$ cat config.mk
export PLATFORM = sky130hd
export DESIGN_NAME = dmawin_xlate
export DESIGN_NICKNAME = d
export VERILOG_FILES = /design/src/rtl/dmawin_pkg.sv /design/src/rtl/dmawin_regs.sv /design/src/rtl/dmawin_match.sv /design/src/rtl/dmawin_tcache.sv /design/src/rtl/dmawin_xlate.sv
export SDC_FILE = /design/constraint.sdc
export NUM_CORES = 2
export LEC_CHECK = 0
export ABC_AREA = 1
export BUFFER_PORTS_ARGS = -buffer_cell sky130_fd_sc_hd__buf_2
export CORE_AREA = 2 2 252 254
export CTS_CLUSTER_DIAMETER = 50
export CTS_CLUSTER_SIZE = 25
export DETAILED_ROUTE_END_ITERATION = 12
export DIE_AREA = 0 0 254 256
export MAX_ROUTING_LAYER = met4
export PLACE_DENSITY = 0.75
export SETUP_SLACK_MARGIN = 0.5
export SLEW_MARGIN = 20
export SYNTH_ARGS = -nofsm -noshare
export SYNTH_HDL_FRONTEND = slang
export SYNTH_HIERARCHICAL = 1
export SYNTH_SLANG_ARGS = --single-unit
export TNS_END_PERCENT = 30
$ cat constraint.sdc
create_clock -name clk -period 8.4 [get_ports clk]
set_input_delay 0.84 -clock clk [delete_from_list [all_inputs] [get_ports clk]]
set_output_delay 0.84 -clock clk [all_outputs]
set_load 0.03 [all_outputs]
$ cat src/rtl/dmawin_pkg.sv
package dmawin_pkg;
  parameter int ADDR_W  = 32;
  parameter int PAGE_SH = 13;
  parameter int GRAN_SH = 20;

  localparam int PA_W   = ADDR_W + 1;
  localparam int PFN_W  = ADDR_W - PAGE_SH;
  localparam int PAGE_W = ADDR_W - PAGE_SH;
  localparam int PTE_W  = PFN_W + 1;
  localparam logic [ADDR_W-1:0] GRAN_KEEP = {{(ADDR_W-GRAN_SH){1'b1}}, {GRAN_SH{1'b0}}};

  typedef enum logic [1:0] {
    K_BASE  = 2'd0,
    K_MASK  = 2'd1,
    K_XBASE = 2'd2,
    K_FLUSH = 2'd3
  } reg_kind_e;

  typedef struct packed {
    logic              en;
    logic              sg;
    logic [ADDR_W-1:0] base;
    logic [ADDR_W-1:0] mask;
    logic [ADDR_W-1:0] xbase;
  } win_cfg_t;
endpackage

$ cat src/rtl/dmawin_regs.sv
module dmawin_regs
  import dmawin_pkg::*;
#(
  parameter int NWIN   = 4,
  localparam int WSEL_W = $clog2(NWIN),
  localparam int RA_W   = WSEL_W + 2
) (
  input  logic              clk,
  input  logic              rst,
  input  logic              wr,
  input  logic              rd,
  input  logic [RA_W-1:0]   addr,
  input  logic [ADDR_W-1:0] wdata,
  output logic [ADDR_W-1:0] rdata,
  output win_cfg_t          cfg [NWIN],
  output logic              flush
);
  reg_kind_e         kind;
  logic [WSEL_W-1:0] wsel;
  logic [ADDR_W-1:0] rd_mux;

  assign kind  = reg_kind_e'(addr[RA_W-1 -: 2]);
  assign wsel  = addr[WSEL_W-1:0];
  assign flush = wr && (kind == K_FLUSH);

  for (genvar w = 0; w < NWIN; w++) begin : g_win
    always_ff @(posedge clk) begin
      if (rst) begin
        cfg[w] <= '0;
      end else if (wr && (wsel == WSEL_W'(w))) begin
        case (kind)
          K_BASE: begin
            cfg[w].base <= wdata & GRAN_KEEP;
            cfg[w].sg   <= wdata[1];
            cfg[w].en   <= wdata[0];
          end
          K_MASK:  cfg[w].mask  <= wdata & GRAN_KEEP;
          K_XBASE: cfg[w].xbase <= wdata;
          default: ;
        endcase
      end
    end
  end

  always_comb begin
    rd_mux = '0;
    case (kind)
      K_BASE:  rd_mux = cfg[wsel].base | {{(ADDR_W-2){1'b0}}, cfg[wsel].sg, cfg[wsel].en};
      K_MASK:  rd_mux = cfg[wsel].mask;
      K_XBASE: rd_mux = cfg[wsel].xbase;
      default: rd_mux = '0;
    endcase
  end

  always_ff @(posedge clk) begin
    if (rst)     rdata <= '0;
    else if (rd) rdata <= rd_mux;
  end
endmodule

$ cat src/rtl/dmawin_match.sv
module dmawin_match
  import dmawin_pkg::*;
#(
  parameter int NWIN   = 4,
  localparam int WSEL_W = $clog2(NWIN)
) (
  input  logic [ADDR_W-1:0] addr,
  input  win_cfg_t          cfg [NWIN],
  output logic              any,
  output logic [WSEL_W-1:0] win,
  output logic              sg,
  output logic [PA_W-1:0]   direct_pa
);
  logic [NWIN-1:0]   hit;
  logic [ADDR_W-1:0] span [NWIN];

  for (genvar w = 0; w < NWIN; w++) begin : g_cmp
    assign span[w] = cfg[w].mask | ~GRAN_KEEP;
    assign hit[w]  = cfg[w].en && (((addr ^ cfg[w].base) & ~span[w]) == '0);
  end

  always_comb begin
    win = '0;
    for (int w = NWIN - 1; w >= 0; w--) begin
      if (hit[w]) win = WSEL_W'(w);
    end
  end

  assign any       = |hit;
  assign sg        = cfg[win].sg;
  assign direct_pa = {1'b0, cfg[win].xbase} + {1'b0, addr & span[win]};
endmodule

$ cat src/rtl/dmawin_tcache.sv
module dmawin_tcache
  import dmawin_pkg::*;
#(
  parameter int ENTRIES = 8,
  localparam int PTR_W  = $clog2(ENTRIES)
) (
  input  logic              clk,
  input  logic              rst,
  input  logic              flush,
  input  logic [PAGE_W-1:0] lk_page,
  output logic              lk_hit,
  output logic [PTE_W-1:0]  lk_pte,
  input  logic              fill_en,
  input  logic [PAGE_W-1:0] fill_page,
  input  logic [PTE_W-1:0]  fill_pte
);
  logic [ENTRIES-1:0] vld;
  logic [PAGE_W-1:0]  tag [ENTRIES];
  logic [PTE_W-1:0]   pte [ENTRIES];
  logic [PTR_W-1:0]   ptr;
  logic [ENTRIES-1:0] lk_match, fl_match;
  logic               dup;
  logic [PTR_W-1:0]   dup_idx, wr_idx;
  logic               wr_en;

  for (genvar i = 0; i < ENTRIES; i++) begin : g_tag
    assign lk_match[i] = vld[i] && (tag[i] == lk_page);
    assign fl_match[i] = vld[i] && (tag[i] == fill_page);
  end

  always_comb begin
    lk_pte  = '0;
    dup_idx = '0;
    for (int i = ENTRIES - 1; i >= 0; i--) begin
      if (lk_match[i]) lk_pte  = pte[i];
      if (fl_match[i]) dup_idx = PTR_W'(i);
    end
  end

  assign lk_hit = |lk_match;
  assign dup    = |fl_match;
  assign wr_en  = fill_en && !flush;
  assign wr_idx = dup ? dup_idx : ptr;

  always_ff @(posedge clk) begin
    if (rst || flush) begin
      vld <= '0;
      ptr <= '0;
    end else if (wr_en) begin
      vld[wr_idx] <= 1'b1;
      if (!dup) ptr <= (ptr == PTR_W'(ENTRIES - 1)) ? '0 : ptr + 1'b1;
    end
  end

  always_ff @(posedge clk) begin
    if (wr_en) begin
      tag[wr_idx] <= fill_page;
      pte[wr_idx] <= fill_pte;
    end
  end
endmodule

$ cat src/rtl/dmawin_xlate.sv
module dmawin_xlate
  import dmawin_pkg::*;
#(
  parameter int NWIN    = 4,
  parameter int ENTRIES = 8,
  localparam int WSEL_W = $clog2(NWIN),
  localparam int RA_W   = WSEL_W + 2
) (
  input  logic              clk,
  input  logic              rst,
  input  logic              reg_wr,
  input  logic              reg_rd,
  input  logic [RA_W-1:0]   reg_addr,
  input  logic [ADDR_W-1:0] reg_wdata,
  output logic [ADDR_W-1:0] reg_rdata,
  input  logic              req_valid,
  input  logic [ADDR_W-1:0] req_addr,
  output logic              rsp_valid,
  output logic              rsp_hit,
  output logic              rsp_miss,
  output logic [WSEL_W-1:0] rsp_win,
  output logic [PA_W-1:0]   rsp_phys,
  input  logic              fill_en,
  input  logic [PAGE_W-1:0] fill_page,
  input  logic [PTE_W-1:0]  fill_pte
);
  win_cfg_t          cfg [NWIN];
  logic              flush;
  logic              m_any, m_sg;
  logic [WSEL_W-1:0] m_win;
  logic [PA_W-1:0]   m_direct;
  logic              c_hit;
  logic [PTE_W-1:0]  c_pte;
  logic              pte_ok;
  logic [PA_W-1:0]   sg_pa;

  dmawin_regs #(.NWIN(NWIN)) u_regs (
    .clk(clk), .rst(rst), .wr(reg_wr), .rd(reg_rd), .addr(reg_addr),
    .wdata(reg_wdata), .rdata(reg_rdata), .cfg(cfg), .flush(flush)
  );

  dmawin_match #(.NWIN(NWIN)) u_match (
    .addr(req_addr), .cfg(cfg), .any(m_any), .win(m_win), .sg(m_sg),
    .direct_pa(m_direct)
  );

  dmawin_tcache #(.ENTRIES(ENTRIES)) u_cache (
    .clk(clk), .rst(rst), .flush(flush),
    .lk_page(req_addr[ADDR_W-1:PAGE_SH]), .lk_hit(c_hit), .lk_pte(c_pte),
    .fill_en(fill_en), .fill_page(fill_page), .fill_pte(fill_pte)
  );

  assign pte_ok = c_hit && c_pte[0];
  assign sg_pa  = {1'b0, c_pte[PTE_W-1:1], req_addr[PAGE_SH-1:0]};

  always_ff @(posedge clk) begin
    if (rst) begin
      rsp_valid <= 1'b0;
      rsp_hit   <= 1'b0;
      rsp_miss  <= 1'b0;
      rsp_win   <= '0;
      rsp_phys  <= '0;
    end else begin
      rsp_valid <= req_valid;
      rsp_hit   <= 1'b0;
      rsp_miss  <= 1'b0;
      rsp_win   <= '0;
      rsp_phys  <= '0;
      if (req_valid && m_any) begin
        rsp_win <= m_win;
        if (m_sg) begin
          rsp_hit  <= pte_ok;
          rsp_miss <= !pte_ok;
          rsp_phys <= pte_ok ? sg_pa : '0;
        end else begin
          rsp_hit  <= 1'b1;
          rsp_phys <= m_direct;
        end
      end
    end
  end
endmodule

==> results.md <==
- FF-to-FF Start: u_regs/cfg[351]$_SDFFE_PP0P_
- Required @ worst endpoint: approximately 9.0 ns
- Initial Utilization: 0.554
- Cell family with most CP delay: simple AND/OR/NAND/NOR gates
- Area of the multi-input gates: between 15,000 and 20,000 µm²
- Syn. warnings: 6
- Crit path max fanout: between 60 and 70
- CP arrival: 5.89 ns
- CTS tree: done
- Synth-to-layout area growth: 10.2%
- First-pass GRT wire length: around 190,000 µm
- Post-CTS setup buffers: 0
- Layout cell share with drive strength beyond 1: 0.0957
- Worst r2r dst: rsp_phys[24]$_SDFF_PP0_
- CTS sink cnt: 625
- Slew Viols, Final: 0
- Leakage: about 16 nW
- DP Cell Count: approximately 5,700
- Synth Cell Area: 34,500 µm²
- Startpoint Class: input port
- Hold Fails Final Rpt: 0
- Slew Limit Headroom: 0.274
- Largest net degree at the start of global routing: 100
- Clock slew at reported path FFs: about 0.070 ns
- Post_cts resized: 0
- DR DRC count: 0
- Status: completed
- Chip height: 256 µm
- Slew @ Worst Pin: 1.09 ns
- Wl on met1: roughly 49,000 µm
- # rows: slightly above 90
- Tmin final: about 5.3 ns
- Cell Count, Final, Fillers Out: a little under 6,000
- Clk buf depth: 3
- IO Count: 183
- CP Launch Point: req_addr[26]
- CORE AREA: ~62,000 µm²
- Most frequent cells in the layout: nand2_1, inv_1, a21oi_1
- Clock Skew: between 0.02 and 0.025 ns
- Crit path to: rsp_phys[24]$_SDFF_PP0_
- Layout Nets: roughly 5,000
- Peak VDD IR: 0.000147 V
- GRT Total Usage: 0.389
- RSZ-0062 raised after global routing: false
- CP Class: input port to register
- Final period utilization: 0.635
- R2R cell count: 25
- Placer Congestion: around 1.0
- Max cap viols: 0
- Final ANT Viol Nets: 0
- Vias in the first global route: a little over 30,000
- Top cell by count, worst path: nand2_1
- HP Class: register to register
- Via density: 5.76
- Port Buffer Count: between 150 and 200
- DR vias: between 30,000 and 40,000
- Mapped Cells: about 4,800
- Highest routed metal layer: met4
- Bufs and invs on worst path: 5
- Setup TNS: 0 ns
- Inserted Clock Buffers: 71
- Initial antenna violation count: 6
- Clock Latency Late Sink: roughly 0.64 ns
- Detail-routed net length per standard cell: 21.6 µm
- Depth of the CTS H-tree: 3
- Syn_area_per_cell: a little over 7 µm²
- Seq. cell area: 15,600 µm²
- Clock Tree Root: clkbuf_16
- Slowest cell on crit path: buf_2
- Met2 wire length: roughly 56,000 µm
- Max frequency: about 0.19 GHz
- Worst path depth: 26
- Die area: between 60,000 and 70,000 µm²
- CTS hold repair buffers: 0
- Starting DRC count in detailed routing: around 4,700
- Fillers: 5,865
- Setup violators final: 0
- Dpl hpwl: between 80,000 and 90,000 µm
- Final wirelength: 125,000 µm
- Die X-Extent: between 200 and 300 µm
- Routed wl met3: between 10,000 and 15,000 µm
- Most frequent standard cell in the layout excluding fill and tap cells: nand2_1
- Congestion Overflow GR: 0
- DR pass1 iterations: 8
- Slowest stage delay, CP: roughly 0.49 ns
- Post-synth net total: approximately 5,000
- FF-to-FF setup slack: about 3.3 ns
- Power Density: about 190 nW/µm²
- Setup crit end kind: register
==> sequential cells by signal (all words and copies together) (netlist names) <==
signal,count
rsp_miss,1
rsp_win,2
u_cache/ptr,3
u_cache/tag,152
rsp_phys,33
u_regs/cfg,232
u_regs/rdata,32
rsp_valid,1
rsp_hit,1
u_cache/pte,160
u_cache/vld,8
==> worst min-delay path by stage <==
stage,start,end,slack (ns),cells past startpoint
global route,fill_pte[9],u_cache/pte[5][9]$_DFFE_PP_,0.46,1
CTS,fill_pte[9],u_cache/pte[6][9]$_DFFE_PP_,0.45,1
detailed placement,u_regs/rdata[30]$_SDFFE_PP0P_,u_regs/rdata[30]$_SDFFE_PP0P_,0.45,2
finish,u_regs/rdata[30]$_SDFFE_PP0P_,u_regs/rdata[30]$_SDFFE_PP0P_,0.46,2
global placement,u_regs/rdata[18]$_SDFFE_PP0P_,u_regs/rdata[18]$_SDFFE_PP0P_,0.45,2
floorplan,u_regs/cfg[325]$_SDFFE_PP0P_,u_regs/cfg[325]$_SDFFE_PP0P_,0.45,2
==> worst min-delay path, stage by stage, from the launching register on <==
cell,delay [ns]
dfxtp_1,0.30
nand2_1,0.06
a21oi_1,0.06
==> layer usage <==
metal	global-route usage	vias up
met2	0.590	2046
met5	-	-
met4	0.192	0
li1	-	15628
met1	0.499	15356
met3	0.0725	403
==> cell type report <==
| cell class | instances | share of cell area |
|---|---|---|
| clock buffer | 77 | 0.0478 |
| sequential | 625 | 0.411 |
| inverter | 501 | 0.0495 |
| antenna | 5 | 0.000329 |
| tap | 846 | 0.0278 |
| multi-input combinational | 3473 | 0.414 |
| clock inverter | 55 | 0.0174 |
| timing repair buffer | 222 | 0.0320 |
==> where the power goes <==
group / internal, mW / switching, mW / total [mW]
combinational: 0.135 / 0.446 / 0.581
clock: 1.79 / 1.48 / 3.27
sequential: 3.26 / 0.0346 / 3.29
total: 5.18 / 1.96 / 7.14
==> through the flow <==
stage / area (µm²) / setup slack (ns) / power (mW) / utilization / hold WS, ns
6_report: 38100 / 3.07 / 7.14 / 0.610 / 0.461
3_3_place_gp: 35600 / 2.61 / 3.91 / 0.570 / 0.451
2_1_floorplan: 34500 / 4.34 / 3.68 / - / 0.449
3_5_place_dp: 35600 / 2.56 / 3.91 / 0.570 / 0.453
4_1_cts: 38100 / 3.21 / 7.14 / 0.610 / 0.451
5_1_grt: 38100 / 2.67 / 7.33 / 0.610 / 0.463
Note: power is estimated with default switching activity, not from simulation.
